==> src/rtl/bufser_pkg.sv <==
package bufser_pkg;

  typedef enum logic [1:0] {
    ST_IDLE   = 2'd0,
    ST_WAITCS = 2'd1,
    ST_SHIFT  = 2'd2,
    ST_GAP    = 2'd3
  } bs_state_e;

  localparam logic [1:0] REG_CTRL  = 2'd0;
  localparam logic [1:0] REG_FIRST = 2'd1;
  localparam logic [1:0] REG_LAST  = 2'd2;
  localparam logic [1:0] REG_STAT  = 2'd3;

  localparam int C_EXT  = 0;
  localparam int C_GATE = 1;
  localparam int C_STRB = 2;
  localparam int C_GAP  = 3;

  localparam int S_BUSY  = 0;
  localparam int S_IRQ   = 1;
  localparam int S_WAIT  = 2;
  localparam int S_ABORT = 3;
  localparam int S_OVR   = 4;
  localparam int S_LVL   = 7;

  function automatic int next_index(input int idx, input int depth);
    return (idx + 1) % depth;
  endfunction

  function automatic int gap_cycles(input int gap, input int half);
    return gap * 2 * half;
  endfunction

endpackage

==> src/rtl/bufser_mem.sv <==
module bufser_mem #(
  parameter int DEPTH = 32,
  parameter int DW    = 8,
  localparam int AW   = $clog2(DEPTH)
) (
  input  logic          clk,
  input  logic          rst_n,
  input  logic          we,
  input  logic [AW-1:0] waddr,
  input  logic [DW-1:0] wdata,
  input  logic [AW-1:0] raddr_a,
  output logic [DW-1:0] rdata_a,
  input  logic [AW-1:0] raddr_b,
  output logic [DW-1:0] rdata_b
);

  logic [DW-1:0] cells [DEPTH];

  always_ff @(posedge clk or negedge rst_n) begin
    if (!rst_n) begin
      for (int i = 0; i < DEPTH; i++) cells[i] <= '0;
    end else if (we) begin
      cells[waddr] <= wdata;
    end
  end

  assign rdata_a = cells[raddr_a];
  assign rdata_b = cells[raddr_b];

endmodule

==> src/rtl/bufser_clkgen.sv <==
module bufser_clkgen #(
  parameter int HALF_DIV = 4,
  localparam int CW      = (HALF_DIV > 1) ? $clog2(HALF_DIV) : 1
) (
  input  logic clk,
  input  logic rst_n,
  input  logic ext_mode,
  input  logic run,
  input  logic sck_i,
  output logic sck_o,
  output logic fall_tick,
  output logic rise_tick,
  output logic ext_fall
);

  localparam logic [CW-1:0] CNT_LAST = CW'(HALF_DIV - 1);

  logic [CW-1:0] cnt_q;
  logic          sck_q;
  logic [2:0]    sync_q;
  logic          ext_rise;
  logic          int_edge;

  always_ff @(posedge clk or negedge rst_n) begin
    if (!rst_n) sync_q <= 3'b111;
    else        sync_q <= {sync_q[1:0], sck_i};
  end

  assign ext_fall = sync_q[2] & ~sync_q[1];
  assign ext_rise = ~sync_q[2] & sync_q[1];
  assign int_edge = run && !ext_mode && (cnt_q == CNT_LAST);

  always_ff @(posedge clk or negedge rst_n) begin
    if (!rst_n) begin
      cnt_q <= '0;
      sck_q <= 1'b1;
    end else if (!run || ext_mode) begin
      cnt_q <= '0;
      sck_q <= 1'b1;
    end else if (int_edge) begin
      cnt_q <= '0;
      sck_q <= ~sck_q;
    end else begin
      cnt_q <= cnt_q + 1'b1;
    end
  end

  assign fall_tick = ext_mode ? (run & ext_fall) : (int_edge & sck_q);
  assign rise_tick = ext_mode ? (run & ext_rise) : (int_edge & ~sck_q);
  assign sck_o     = sck_q;

endmodule

==> src/rtl/bufser_shift.sv <==
module bufser_shift #(
  parameter int DW   = 8,
  localparam int BW  = $clog2(DW)
) (
  input  logic          clk,
  input  logic          rst_n,
  input  logic          clear,
  input  logic          rise_tick,
  input  logic [DW-1:0] tx_byte,
  input  logic          si,
  output logic          bit_out,
  output logic          byte_done,
  output logic [DW-1:0] rx_byte
);

  localparam logic [BW-1:0] BIT_LAST = BW'(DW - 1);

  logic [BW-1:0] bitcnt_q;
  logic [DW-2:0] rx_q;

  assign bit_out   = tx_byte[BIT_LAST - bitcnt_q];
  assign byte_done = rise_tick && (bitcnt_q == BIT_LAST);
  assign rx_byte   = {rx_q, si};

  always_ff @(posedge clk or negedge rst_n) begin
    if (!rst_n) begin
      bitcnt_q <= '0;
      rx_q     <= '0;
    end else if (clear) begin
      bitcnt_q <= '0;
    end else if (rise_tick) begin
      rx_q     <= rx_byte[DW-2:0];
      bitcnt_q <= byte_done ? '0 : bitcnt_q + 1'b1;
    end
  end

endmodule

==> src/rtl/bufser_engine.sv <==
module bufser_engine
  import bufser_pkg::*;
#(
  parameter int DEPTH    = 32,
  parameter int DW       = 8,
  parameter int HALF_DIV = 4,
  parameter int GAPW     = 3,
  localparam int AW      = $clog2(DEPTH),
  localparam int GCW     = $clog2(((1 << GAPW) - 1) * 2 * HALF_DIV + 1)
) (
  input  logic          clk,
  input  logic          rst_n,
  input  logic [AW:0]   cpu_addr,
  input  logic          cpu_we,
  input  logic          cpu_re,
  input  logic [DW-1:0] cpu_wdata,
  output logic [DW-1:0] cpu_rdata,
  input  logic          sck_i,
  output logic          sck_o,
  output logic          sck_oe,
  output logic          so_o,
  output logic          so_oe,
  input  logic          si_i,
  input  logic          cs_n_i,
  output logic          strb_o,
  output logic          irq_o
);

  bs_state_e      state_q;
  logic           ext_mode_q, gate_q, strb_en_q;
  logic [GAPW-1:0] gap_q;
  logic [AW-1:0]  first_q, last_q, cur_q;
  logic [GCW-1:0] gap_cnt_q;
  logic           irq_q, wait_q, abort_q, ovr_q, so_q, done_seen_q, strb_q;
  logic [1:0]     cs_sync_q;
  logic           cs_hi;

  logic           is_reg, stat_wr, busy, active, run;
  logic [1:0]     reg_idx;
  logic           evt_start, evt_abort, evt_byte, evt_done, evt_blocked, evt_overrun;
  logic           fall_tick, rise_tick, ext_fall, bit_out;
  logic [DW-1:0]  tx_byte, rx_byte, cpu_buf_rd;
  logic           mem_we;
  logic [AW-1:0]  mem_waddr;
  logic [DW-1:0]  mem_wdata;

  // ---------------- decode and events ----------------
  assign is_reg  = cpu_addr[AW];
  assign reg_idx = cpu_addr[1:0];
  assign stat_wr = cpu_we && is_reg && (reg_idx == REG_STAT);
  assign busy    = (state_q != ST_IDLE);
  assign active  = (state_q == ST_SHIFT) || (state_q == ST_GAP);

  always_ff @(posedge clk or negedge rst_n) begin
    if (!rst_n) cs_sync_q <= 2'b11;
    else        cs_sync_q <= {cs_sync_q[0], cs_n_i};
  end
  assign cs_hi = cs_sync_q[1];

  assign evt_blocked = !is_reg && (cpu_we || cpu_re) && busy;
  assign evt_start   = stat_wr && cpu_wdata[S_BUSY] && !busy && !abort_q;
  assign evt_abort   = active && gate_q && cs_hi;
  assign run         = (state_q == ST_SHIFT) && !evt_abort;
  assign evt_byte    = rise_tick && byte_done_w;
  assign evt_done    = evt_byte && (cur_q == last_q);
  assign evt_overrun = ext_mode_q && !busy && done_seen_q && ext_fall
                       && !(gate_q && cs_hi);

  // ---------------- datapath blocks ----------------
  logic byte_done_w;

  bufser_clkgen #(.HALF_DIV(HALF_DIV)) u_clkgen (
    .clk       (clk),
    .rst_n     (rst_n),
    .ext_mode  (ext_mode_q),
    .run       (run),
    .sck_i     (sck_i),
    .sck_o     (sck_o),
    .fall_tick (fall_tick),
    .rise_tick (rise_tick),
    .ext_fall  (ext_fall)
  );

  bufser_shift #(.DW(DW)) u_shift (
    .clk       (clk),
    .rst_n     (rst_n),
    .clear     (evt_start || evt_abort),
    .rise_tick (rise_tick),
    .tx_byte   (tx_byte),
    .si        (si_i),
    .bit_out   (bit_out),
    .byte_done (byte_done_w),
    .rx_byte   (rx_byte)
  );

  assign mem_we    = evt_byte || (cpu_we && !is_reg && !busy);
  assign mem_waddr = evt_byte ? cur_q : cpu_addr[AW-1:0];
  assign mem_wdata = evt_byte ? rx_byte : cpu_wdata;

  bufser_mem #(.DEPTH(DEPTH), .DW(DW)) u_mem (
    .clk     (clk),
    .rst_n   (rst_n),
    .we      (mem_we),
    .waddr   (mem_waddr),
    .wdata   (mem_wdata),
    .raddr_a (cur_q),
    .rdata_a (tx_byte),
    .raddr_b (cpu_addr[AW-1:0]),
    .rdata_b (cpu_buf_rd)
  );

  // ---------------- configuration registers ----------------
  always_ff @(posedge clk or negedge rst_n) begin
    if (!rst_n) begin
      ext_mode_q <= 1'b0;
      gate_q     <= 1'b0;
      strb_en_q  <= 1'b0;
      gap_q      <= '0;
      first_q    <= '0;
      last_q     <= '0;
    end else if (cpu_we && is_reg) begin
      case (reg_idx)
        REG_CTRL: begin
          ext_mode_q <= cpu_wdata[C_EXT];
          gate_q     <= cpu_wdata[C_GATE];
          strb_en_q  <= cpu_wdata[C_STRB];
          gap_q      <= cpu_wdata[C_GAP +: GAPW];
        end
        REG_FIRST: first_q <= cpu_wdata[AW-1:0];
        REG_LAST:  last_q  <= cpu_wdata[AW-1:0];
        default: ;
      endcase
    end
  end

  // ---------------- sequencer ----------------
  always_ff @(posedge clk or negedge rst_n) begin
    if (!rst_n) begin
      state_q     <= ST_IDLE;
      cur_q       <= '0;
      gap_cnt_q   <= '0;
      done_seen_q <= 1'b0;
    end else begin
      case (state_q)
        ST_IDLE: if (evt_start) begin
          state_q     <= ST_WAITCS;
          cur_q       <= first_q;
          done_seen_q <= 1'b0;
        end
        ST_WAITCS: if (!gate_q || !cs_hi) state_q <= ST_SHIFT;
        ST_SHIFT: begin
          if (evt_abort) begin
            state_q <= ST_IDLE;
          end else if (evt_done) begin
            state_q     <= ST_IDLE;
            done_seen_q <= 1'b1;
          end else if (evt_byte) begin
            cur_q <= AW'(next_index(int'(cur_q), DEPTH));
            if (!ext_mode_q && (gap_q != '0)) begin
              state_q   <= ST_GAP;
              gap_cnt_q <= GCW'(gap_cycles(int'(gap_q), HALF_DIV) - 1);
            end
          end
        end
        ST_GAP: begin
          if (evt_abort)              state_q <= ST_IDLE;
          else if (gap_cnt_q == '0)   state_q <= ST_SHIFT;
          else                        gap_cnt_q <= gap_cnt_q - 1'b1;
        end
        default: state_q <= ST_IDLE;
      endcase
    end
  end

  // ---------------- sticky flags, output level, strobe ----------------
  always_ff @(posedge clk or negedge rst_n) begin
    if (!rst_n) begin
      irq_q   <= 1'b0;
      wait_q  <= 1'b0;
      abort_q <= 1'b0;
      ovr_q   <= 1'b0;
      so_q    <= 1'b1;
      strb_q  <= 1'b0;
    end else begin
      if (evt_done || evt_abort) irq_q <= 1'b1;
      else if (stat_wr)          irq_q <= irq_q & cpu_wdata[S_IRQ];
      if (evt_blocked)           wait_q <= 1'b1;
      else if (stat_wr)          wait_q <= wait_q & cpu_wdata[S_WAIT];
      if (evt_abort)             abort_q <= 1'b1;
      else if (stat_wr)          abort_q <= abort_q & cpu_wdata[S_ABORT];
      if (evt_overrun)           ovr_q <= 1'b1;
      else if (stat_wr)          ovr_q <= ovr_q & cpu_wdata[S_OVR];
      if (fall_tick)             so_q <= bit_out;
      else if (stat_wr && !busy) so_q <= cpu_wdata[S_LVL];
      strb_q <= evt_byte && strb_en_q;
    end
  end

  // ---------------- CPU read mux ----------------
  always_comb begin
    cpu_rdata = '0;
    if (!is_reg) begin
      cpu_rdata = busy ? '1 : cpu_buf_rd;
    end else begin
      case (reg_idx)
        REG_CTRL: begin
          cpu_rdata[C_EXT]         = ext_mode_q;
          cpu_rdata[C_GATE]        = gate_q;
          cpu_rdata[C_STRB]        = strb_en_q;
          cpu_rdata[C_GAP +: GAPW] = gap_q;
        end
        REG_FIRST: cpu_rdata = DW'(first_q);
        REG_LAST:  cpu_rdata = DW'(last_q);
        default: begin
          cpu_rdata[S_BUSY]  = busy;
          cpu_rdata[S_IRQ]   = irq_q;
          cpu_rdata[S_WAIT]  = wait_q;
          cpu_rdata[S_ABORT] = abort_q;
          cpu_rdata[S_OVR]   = ovr_q;
          cpu_rdata[S_LVL]   = so_q;
        end
      endcase
    end
  end

  assign so_o   = so_q;
  assign so_oe  = !abort_q;
  assign sck_oe = !ext_mode_q && !abort_q;
  assign strb_o = strb_q;
  assign irq_o  = irq_q;

endmodule

==> config.mk <==
export PLATFORM = sky130hd
export DESIGN_NAME = bufser_engine
export DESIGN_NICKNAME = d
export VERILOG_FILES = /design/src/rtl/bufser_pkg.sv /design/src/rtl/bufser_mem.sv /design/src/rtl/bufser_clkgen.sv /design/src/rtl/bufser_shift.sv /design/src/rtl/bufser_engine.sv
export SDC_FILE = /design/constraint.sdc
export NUM_CORES = 1
export LEC_CHECK = 0
export CAP_MARGIN = 20
export CORE_ASPECT_RATIO = 0.75
export CORE_MARGIN = 2
export CORE_UTILIZATION = 42
export CTS_BUF_LIST = sky130_fd_sc_hd__clkbuf_4
export DETAILED_ROUTE_END_ITERATION = 10
export GPL_ROUTABILITY_DRIVEN = 0
export HOLD_SLACK_MARGIN = 0.03
export MAX_ROUTING_LAYER = met4
export PLACE_DENSITY_LB_ADDON = 0.2
export SLEW_MARGIN = 10
export SYNTH_ARGS = -nofsm -noshare
export SYNTH_HDL_FRONTEND = slang
export SYNTH_SLANG_ARGS = --single-unit
==> constraint.sdc <==
create_clock -name clk -period 2.4 [get_ports clk]
set_input_delay 0.24 -clock clk [delete_from_list [all_inputs] [get_ports clk]]
set_output_delay 0.24 -clock clk [all_outputs]
set_load 0.005 [all_outputs]
Word level (Yosys, flattened, before mapping)
Index checks and enable logic that the tools add are counted.

operators by class
  magnitude comparators = 5
  reductions and logical operators = 66
  muxes and demuxes = 62
  bitwise gates (word level) = 17
  eq/ne operators = 21
  add/sub/neg operators = 6

operators by type and width
  kind                                                       number
  bitwise mux 256 bit                                        1
  binary-select mux 8 bit (select 5 bit)                     2
  2-to-1 mux 8 bit                                           8
  demux 8 bit (select 5 bit)                                 1
  2-to-1 mux 6 bit                                           6
  logical AND 1 bit                                          27
  2-to-1 mux 5 bit                                           5
  2-to-1 mux 1 bit                                           20
  2-to-1 mux 2 bit                                           10
  nonzero test 2 bit                                         10
  greater-or-equal comparator 6 bit (second input constant)  3
  NOT 5 -> 6 bit                                             3
  inequality test 2 bit (second input constant)              8
  case mux 5 bit (3 select lines)                            1
  case mux 6 bit (2 select lines)                            1
  subtractor 6 x 1 -> 6 bit (second input constant)          2
  bitwise AND 1 bit                                          10
  == test 2 bit (second input constant)                      5
  case mux 5 bit (2 select lines)                            1
  AND reduction 5 bit                                        2
  zero test 1 bit                                            9
  2-to-1 mux 3 bit                                           3
  case mux 2 bit (4 select lines)                            1
  AND reduction 2 bit                                        4
  other kinds (23)                                           34

storage, ports and cells
  output and inout port bits = 14
  input port bits = 21
  register bits = 310
  logic and storage cells = 231

Depth between registers and ports, before layout
  depth after elaboration = 19
  depth in mapped cells = 11
  mapped depth without buffers = 7

Cells and area by module
A second synthesis with hierarchy kept.

unflattened totals
  cells, all modules = 1094
  area total of the unflattened synthesis = 16787.4 sq um

by module, submodules not included
  module         instances  area an instance (sq um)  sequential area each (sq um)  cells each
  bufser_mem     1          13643.1                   6406.1                        806
  bufser_engine  1          2371.0                    954.7                         234
  bufser_shift   1          496.7                     250.2                         34
  bufser_clkgen  1          276.5                     155.1                         20

Least setup slack after synthesis
OpenSTA, ideal clock, no wires.

  kind = register to register
  start point = reg u_clkgen.cnt_q[0]
  end point = reg u_mem.cells[88] in the netlist's numbering
  cell stages (with the launch flop) = 9
  buffers on the path = 1
  clock period less this slack = 2.336 ns
  library setup time = 0.125 ns
  data arrival time = 2.211 ns
  setup slack = 0.064 ns
  required time = 2.275 ns
  path through = dfrtp_1 > ha_1 > nor3b_4 > o2111ai_4 > a21oi_2 > a21oi_4 > nand2b_1 > buf_2 > mux2_2

on the way
  longest elaborated chain between the ends = 13
  elaborated cells on any way between the ends = 16
  classes of those cells = order compare: 2; eq/ne: 1; mux: 6; bitwise: 2; reduce/logical: 5

ends and longest elaborated chain
  element                                                                                                        line                 text
  start, declared                                                                                                bufser_clkgen.sv:18  logic [CW-1:0] cnt_q;
  start signal, assigned                                                                                         bufser_clkgen.sv:44  cnt_q <= cnt_q + 1'b1;
  == test 2 bit *                                                                                                bufser_clkgen.sv:31  assign int_edge = run && !ext_mode && (cnt_q == CNT_LAST);
  logical AND 1 bit *                                                                                            bufser_clkgen.sv:31
  bitwise AND 1 bit *                                                                                            bufser_clkgen.sv:49  assign rise_tick = ext_mode ? (run & ext_rise) : (int_edge & ~sck_q);
  2-to-1 mux 1 bit *                                                                                             bufser_clkgen.sv:49
  logical AND 1 bit                                                                                              bufser_shift.sv:22   assign byte_done = rise_tick && (bitcnt_q == BIT_LAST);
  logical AND 1 bit *                                                                                            bufser_engine.sv:64  assign evt_byte = rise_tick && byte_done_w;
  2-to-1 mux 5 bit                                                                                               bufser_engine.sv:97  assign mem_waddr = evt_byte ? cur_q : cpu_addr[AW-1:0];
  NOT 5 -> 6 bit (implied by the code)                                                                           bufser_mem.sv:23     cells[waddr] <= wdata;
  greater-or-equal comparator 6 bit (implied by the code) / < comparator 6 x 1 -> 1 bit (equally long branches)  bufser_mem.sv:23
  logical AND 1 bit (implied by the code)                                                                        bufser_mem.sv:23
  2-to-1 mux 8 bit (implied by the code)                                                                         bufser_mem.sv:23
  demux 8 bit (select 5 bit)                                                                                     bufser_mem.sv:23
  bitwise mux 256 bit                                                                                            bufser_mem.sv:23
  end signal, assigned by index                                                                                  bufser_mem.sv:23
  end, declared                                                                                                  bufser_mem.sv:17     logic [DW-1:0] cells [DEPTH];

Every way passes the cells marked *; elsewhere a longest branch is shown, timed or not.
A chain may end at the register's enable or synchronous reset.

Worst setup path after layout
  start point = reg u_mem.cells[199] in the netlist's numbering
  end point = out cpu_rdata[7]

on the way
  longest elaborated chain between the ends = 5

ends and longest elaborated chain
  element                                              line                  text
  binary-select mux 8 bit (select 5 bit)               bufser_mem.sv:28      assign rdata_b = cells[raddr_b];
  2-to-1 mux 8 bit (implied by the code) (2 in a row)  bufser_mem.sv:28
  2-to-1 mux 8 bit                                     bufser_engine.sv:203  cpu_rdata = busy ? '1 : cpu_buf_rd;
  2-to-1 mux 8 bit                                     bufser_engine.sv:202  if (!is_reg) begin
  end, declared                                        bufser_engine.sv:17   output logic [DW-1:0] cpu_rdata,

No other way between the ends. The select of a mux whose other input is x is not followed.

==> results.rst <==
.. list-table::
   :header-rows: 1

   * - Metric
     - Value
   * - Non-filler cells, final
     - 2468
   * - Post-synthesis instance area
     - 0.0171 sq mm
   * - DIE WIDTH
     - 237 microns
   * - Setup Skew
     - 62.8 ps
   * - Sequential cell area fraction in the yosys report
     - 0.454
   * - Vias per cell
     - 6.22
   * - Number of endpoints failing setup at the final stage
     - 241
   * - Maximum count of clock buffers along a single path
     - 3
   * - Via count of the first global-routing pass
     - 14400
   * - Measured slew at the worst slew-check pin
     - 680 ps
   * - Count of nets left with antenna violations after detail routing
     - 0
   * - Async set or reset register ratio after synthesis
     - 1.00
   * - Post-detailed-route wirelength per cell
     - 29.2 microns
   * - Buffer type at the clock tree root
     - clkbuf_4
   * - Post-place instance area
     - 0.0213 sq mm
   * - Peak Freq
     - 315 MHz
   * - Number of DRC markers after the initial detailed-route iteration
     - 1975
   * - Layout overhead on the synthesized area
     - 51.6%
   * - Port buffer count
     - 34
   * - Maximum number of pins on one net before global-route repair
     - 67
   * - Post-Syn Nets
     - 1384
   * - Number of nets in the layout
     - 1920
   * - Slew headroom
     - 0.546
   * - Post-route fraction of the period consumed by the critical path
     - 1.32
   * - Post-Layout Inst Area
     - 0.0259 sq mm
   * - Vias
     - 15300
   * - Dominant synthesized flop cell
     - dfrtp_1
   * - Nature of the critical path startpoint
     - register
   * - Seq pwr share
     - 0.340
   * - Crit path capture type
     - output pin
   * - Total routing resource utilization after global routing
     - 0.316
   * - Status
     - finished, violations left
   * - Dominant cell type by area after synthesis
     - dfrtp_1
   * - Die Footprint
     - 0.0423 sq mm
   * - Power Dens Cells
     - 843 mW/mm^2
   * - Count of mapped cells out of synthesis
     - 1355
   * - Proportion of power drawn by the clock network
     - 0.225
   * - Unrepaired setup endpoints after global routing
     - true
   * - Post-layout min period
     - 3180 ps
   * - Grt ovf
     - 0
   * - Deepest level of the CTS H-tree
     - 3
   * - Detailed Route WL
     - 72.1 mm
   * - Length of the first detailed-routing pass in iterations
     - 5
   * - Cell types with the largest area share after synthesis
     - dfrtp_1 44%, mux4_2 19%, mux2_2 9.4%, nand2_1 2.9%, a21oi_1 2.5%
   * - Top fanout value on the critical path
     - 3
   * - Total of flip-flops plus latches after synthesis
     - 310
   * - Part of the total power dissipated in combinational logic
     - 0.435
   * - Cell Rows
     - 63
   * - Internal Dissipation
     - 14.1 mW
   * - Chip Height
     - 179 microns
   * - Mean instance size in the synthesized netlist
     - 12.6 sq um
   * - Peak ir drop on the vdd network
     - 515 uV
   * - Clock slew at reported path FFs
     - 80 ps
   * - Initial Util
     - 0.429
   * - Detailed placer's ending HPWL
     - 44.4 mm
   * - Number of ports placed on the die boundary
     - 35
   * - Worst Hold Class
     - input port to async pin
   * - Number of max-capacitance violations reported
     - 0
   * - Total core area
     - 0.0398 sq mm
   * - Ys Warns
     - 0
   * - Inserted Clock Buffers
     - 82
   * - Clock insertion delay at the later pin of the skew report
     - 850 ps
   * - # placed instances
     - 2229
   * - Filler cells
     - 2844
   * - Clk sinks
     - 310
   * - Worst setup timing slack at the placement stage
     - -881 ps
   * - Worst EP required
     - 2160 ps
   * - TritonCTS clock tree
     - done
   * - Worst slack on hold paths
     - 64.7 ps
   * - DRC violation count after routing
     - 0
   * - Final-report max-slew violation count
     - 0
   * - Total power draw
     - 21.8 mW
   * - Switching portion of total power
     - 0.355
   * - Lkg Pwr
     - 11.6 nW
   * - Count of unique library cells instantiated by Yosys
     - 75
   * - Total count of hold-check failures in the final report
     - 0
   * - Global-route wire length before repair
     - 94.3 mm
   * - Yosys top cell area share
     - 0.444
   * - Initial antenna violation count
     - 1
   * - Share of post-route cells with drive strength above 1
     - 0.638
   * - P_sw
     - 7.76 mW
   * - CP Class
     - register to output pin
   * - Arrival time at the worst endpoint
     - 2940 ps
   * - Count of flip-flops with a built-in enable after synthesis
     - 0
   * - Failing checks
     - setup timing
   * - Worst Setup Slack, final
     - -778 ps
==> cells in the mapped netlist (all sizes together), types with 3 or more instances <==
| library cell | instances |
|---|---|
| a211oi | 7 |
| a21oi | 96 |
| a22oi | 5 |
| a31oi | 4 |
| and2 | 3 |
| and3b | 3 |
| buf | 68 |
| clkbuf | 37 |
| dfrtp | 303 |
| dfstp | 7 |
| ha | 8 |
| inv | 13 |
| mux2 | 154 |
| mux2i | 42 |
| mux4 | 145 |
| nand2 | 140 |
| nand2b | 9 |
| nand3 | 8 |
| nand3b | 5 |
| nand4 | 3 |
| nand4b | 4 |
| nor2 | 95 |
| nor2b | 17 |
| nor3 | 18 |
| nor3b | 4 |
| nor4 | 3 |
| o2111ai | 4 |
| o211ai | 3 |
| o21ai | 99 |
| o22ai | 5 |
| o32ai | 3 |
| or2 | 4 |
| or3 | 3 |
| xor2 | 5 |
==> state kept, by name, summed over array words and instances (netlist names), 2 cells and up <==
| register | cells |
|---|---|
| u_mem.cells | 256 |
| u_shift.rx_q | 7 |
| gap_cnt_q | 6 |
| cur_q | 5 |
| first_q | 5 |
| last_q | 5 |
| gap_q | 3 |
| u_clkgen.sync_q | 3 |
| u_shift.bitcnt_q | 3 |
| cs_sync_q | 2 |
| state_q | 2 |
| u_clkgen.cnt_q | 2 |
==> worst max-delay path: stages (launching register included) <==
cell	delay, ps
dfrtp_1	410
mux4_2	500
mux4_2	520
a2111oi_4	360
buf_4	170
a21oi_2	30
buf_2	130
==> repair_timing <==
| action | in CTS | in global routing |
|---|---|---|
| setup buffers | 19 | 64 |
| cloned | 3 | 26 |
| pin swaps | 35 | 77 |
| hold endpoints to repair | 291 | 0 |
| hold buffers | 5 | 0 |
| gates resized for setup | 212 | 477 |
| setup endpoints to repair | 191 | 263 |
==> cell usage in the layout (no fill, tap or decap), types with 8 or more instances in the layout <==
master           count
a21oi_2             55
o21ai_0             26
a21oi_4             10
a21oi_1             31
clkbuf_4           126
nand3_1              8
nor2_1              35
buf_4              343
buf_12              73
buf_6               66
nor3_1               8
clkbuf_16           14
mux2i_4             18
inv_1               13
buf_2               10
o21ai_1             40
mux4_2             145
nor2_4              44
nand2_1             99
buf_8               20
nor2_2              15
nor2b_1             13
nand2_2             28
mux2_4             115
dfrtp_1            298
mux2i_1             24
clkdlybuf4s50_1     22
mux2_2              39
o21ai_2             26
==> logic make-up (layout without fill, tap and decap cells) <==
group / Yosys count / in the layout / synth area share
compound gates: 248 / 248 / 0.0892
xor+xnor: 6 / 6 / 0.00308
fa+ha+maj: 8 / 8 / 0.00586
buf+inv: 118 / 709 / 0.0380
flops: 310 / 310 / 0.454
mux: 341 / 341 / 0.320
other cells: 0 / 2 / 0
simple gates: 324 / 324 / 0.0895
==> final timing paths <==
check / startpoint / depth (start not counted) / slack, ps / end
setup / recovery: u_mem.cells[199]$_DFFE_PN0P_ / 6 / -780 / cpu_rdata[7]
hold / removal: rst_n / 3 / 60 / u_mem.cells[163]$_DFFE_PN0P_
setup reg to reg: u_clkgen.sync_q[2]$_DFF_PN1_ / 8 / -210 / u_mem.cells[14]$_DFFE_PN0P_
hold reg to reg: u_clkgen.sync_q[0]$_DFF_PN1_ / 0 / 340 / u_clkgen.sync_q[1]$_DFF_PN1_
max in group asynchronous: rst_n / 4 / 1870 / u_mem.cells[106]$_DFFE_PN0P_
min in group clk: cpu_wdata[5] / 3 / 130 / gap_q[2]$_DFFE_PN0P_
==> routing by layer <==
| metal | up-vias | part of all wire | GRT usage |
|---|---|---|---|
| met3 | 232 | 0.14 | 0.0965 |
| met1 | 7797 | 0.41 | 0.446 |
| met4 | 0 | 0.044 | 0.114 |
| li1 | 6208 | - | - |
| met5 | - | 0 | - |
| met2 | 1111 | 0.41 | 0.429 |
==> power groups by stage <==
stage,logic [mW],clock network [mW],registers (mW)
after floorplan,4.13,0,7.04
after global placement,7.53,0,7.38
after detailed placement,7.65,0,7.39
after CTS,8.08,4.92,7.30
after global routing,9.95,5.24,7.50
final,9.50,4.90,7.43
==> through the flow <==
step	util	setup TNS, ps
floorplan	-	0
detailed placement	0.534	-19920
finish	0.651	-28170
global placement	0.534	-16790
global route	0.651	-41380
CTS	0.585	-6910
==> cell type report <==
cell class	count	area (sq um)	area share
timing repair buffer	557	5840	0.226
multi-input combinational	927	10500	0.407
antenna	2	5.00	0.000193
sequential	310	7780	0.300
clock buffer	125	938	0.0362
clock inverter	14	105	0.00406
inverter	13	48.8	0.00188
tap	520	651	0.0251
(Power assumes the default switching activity.)
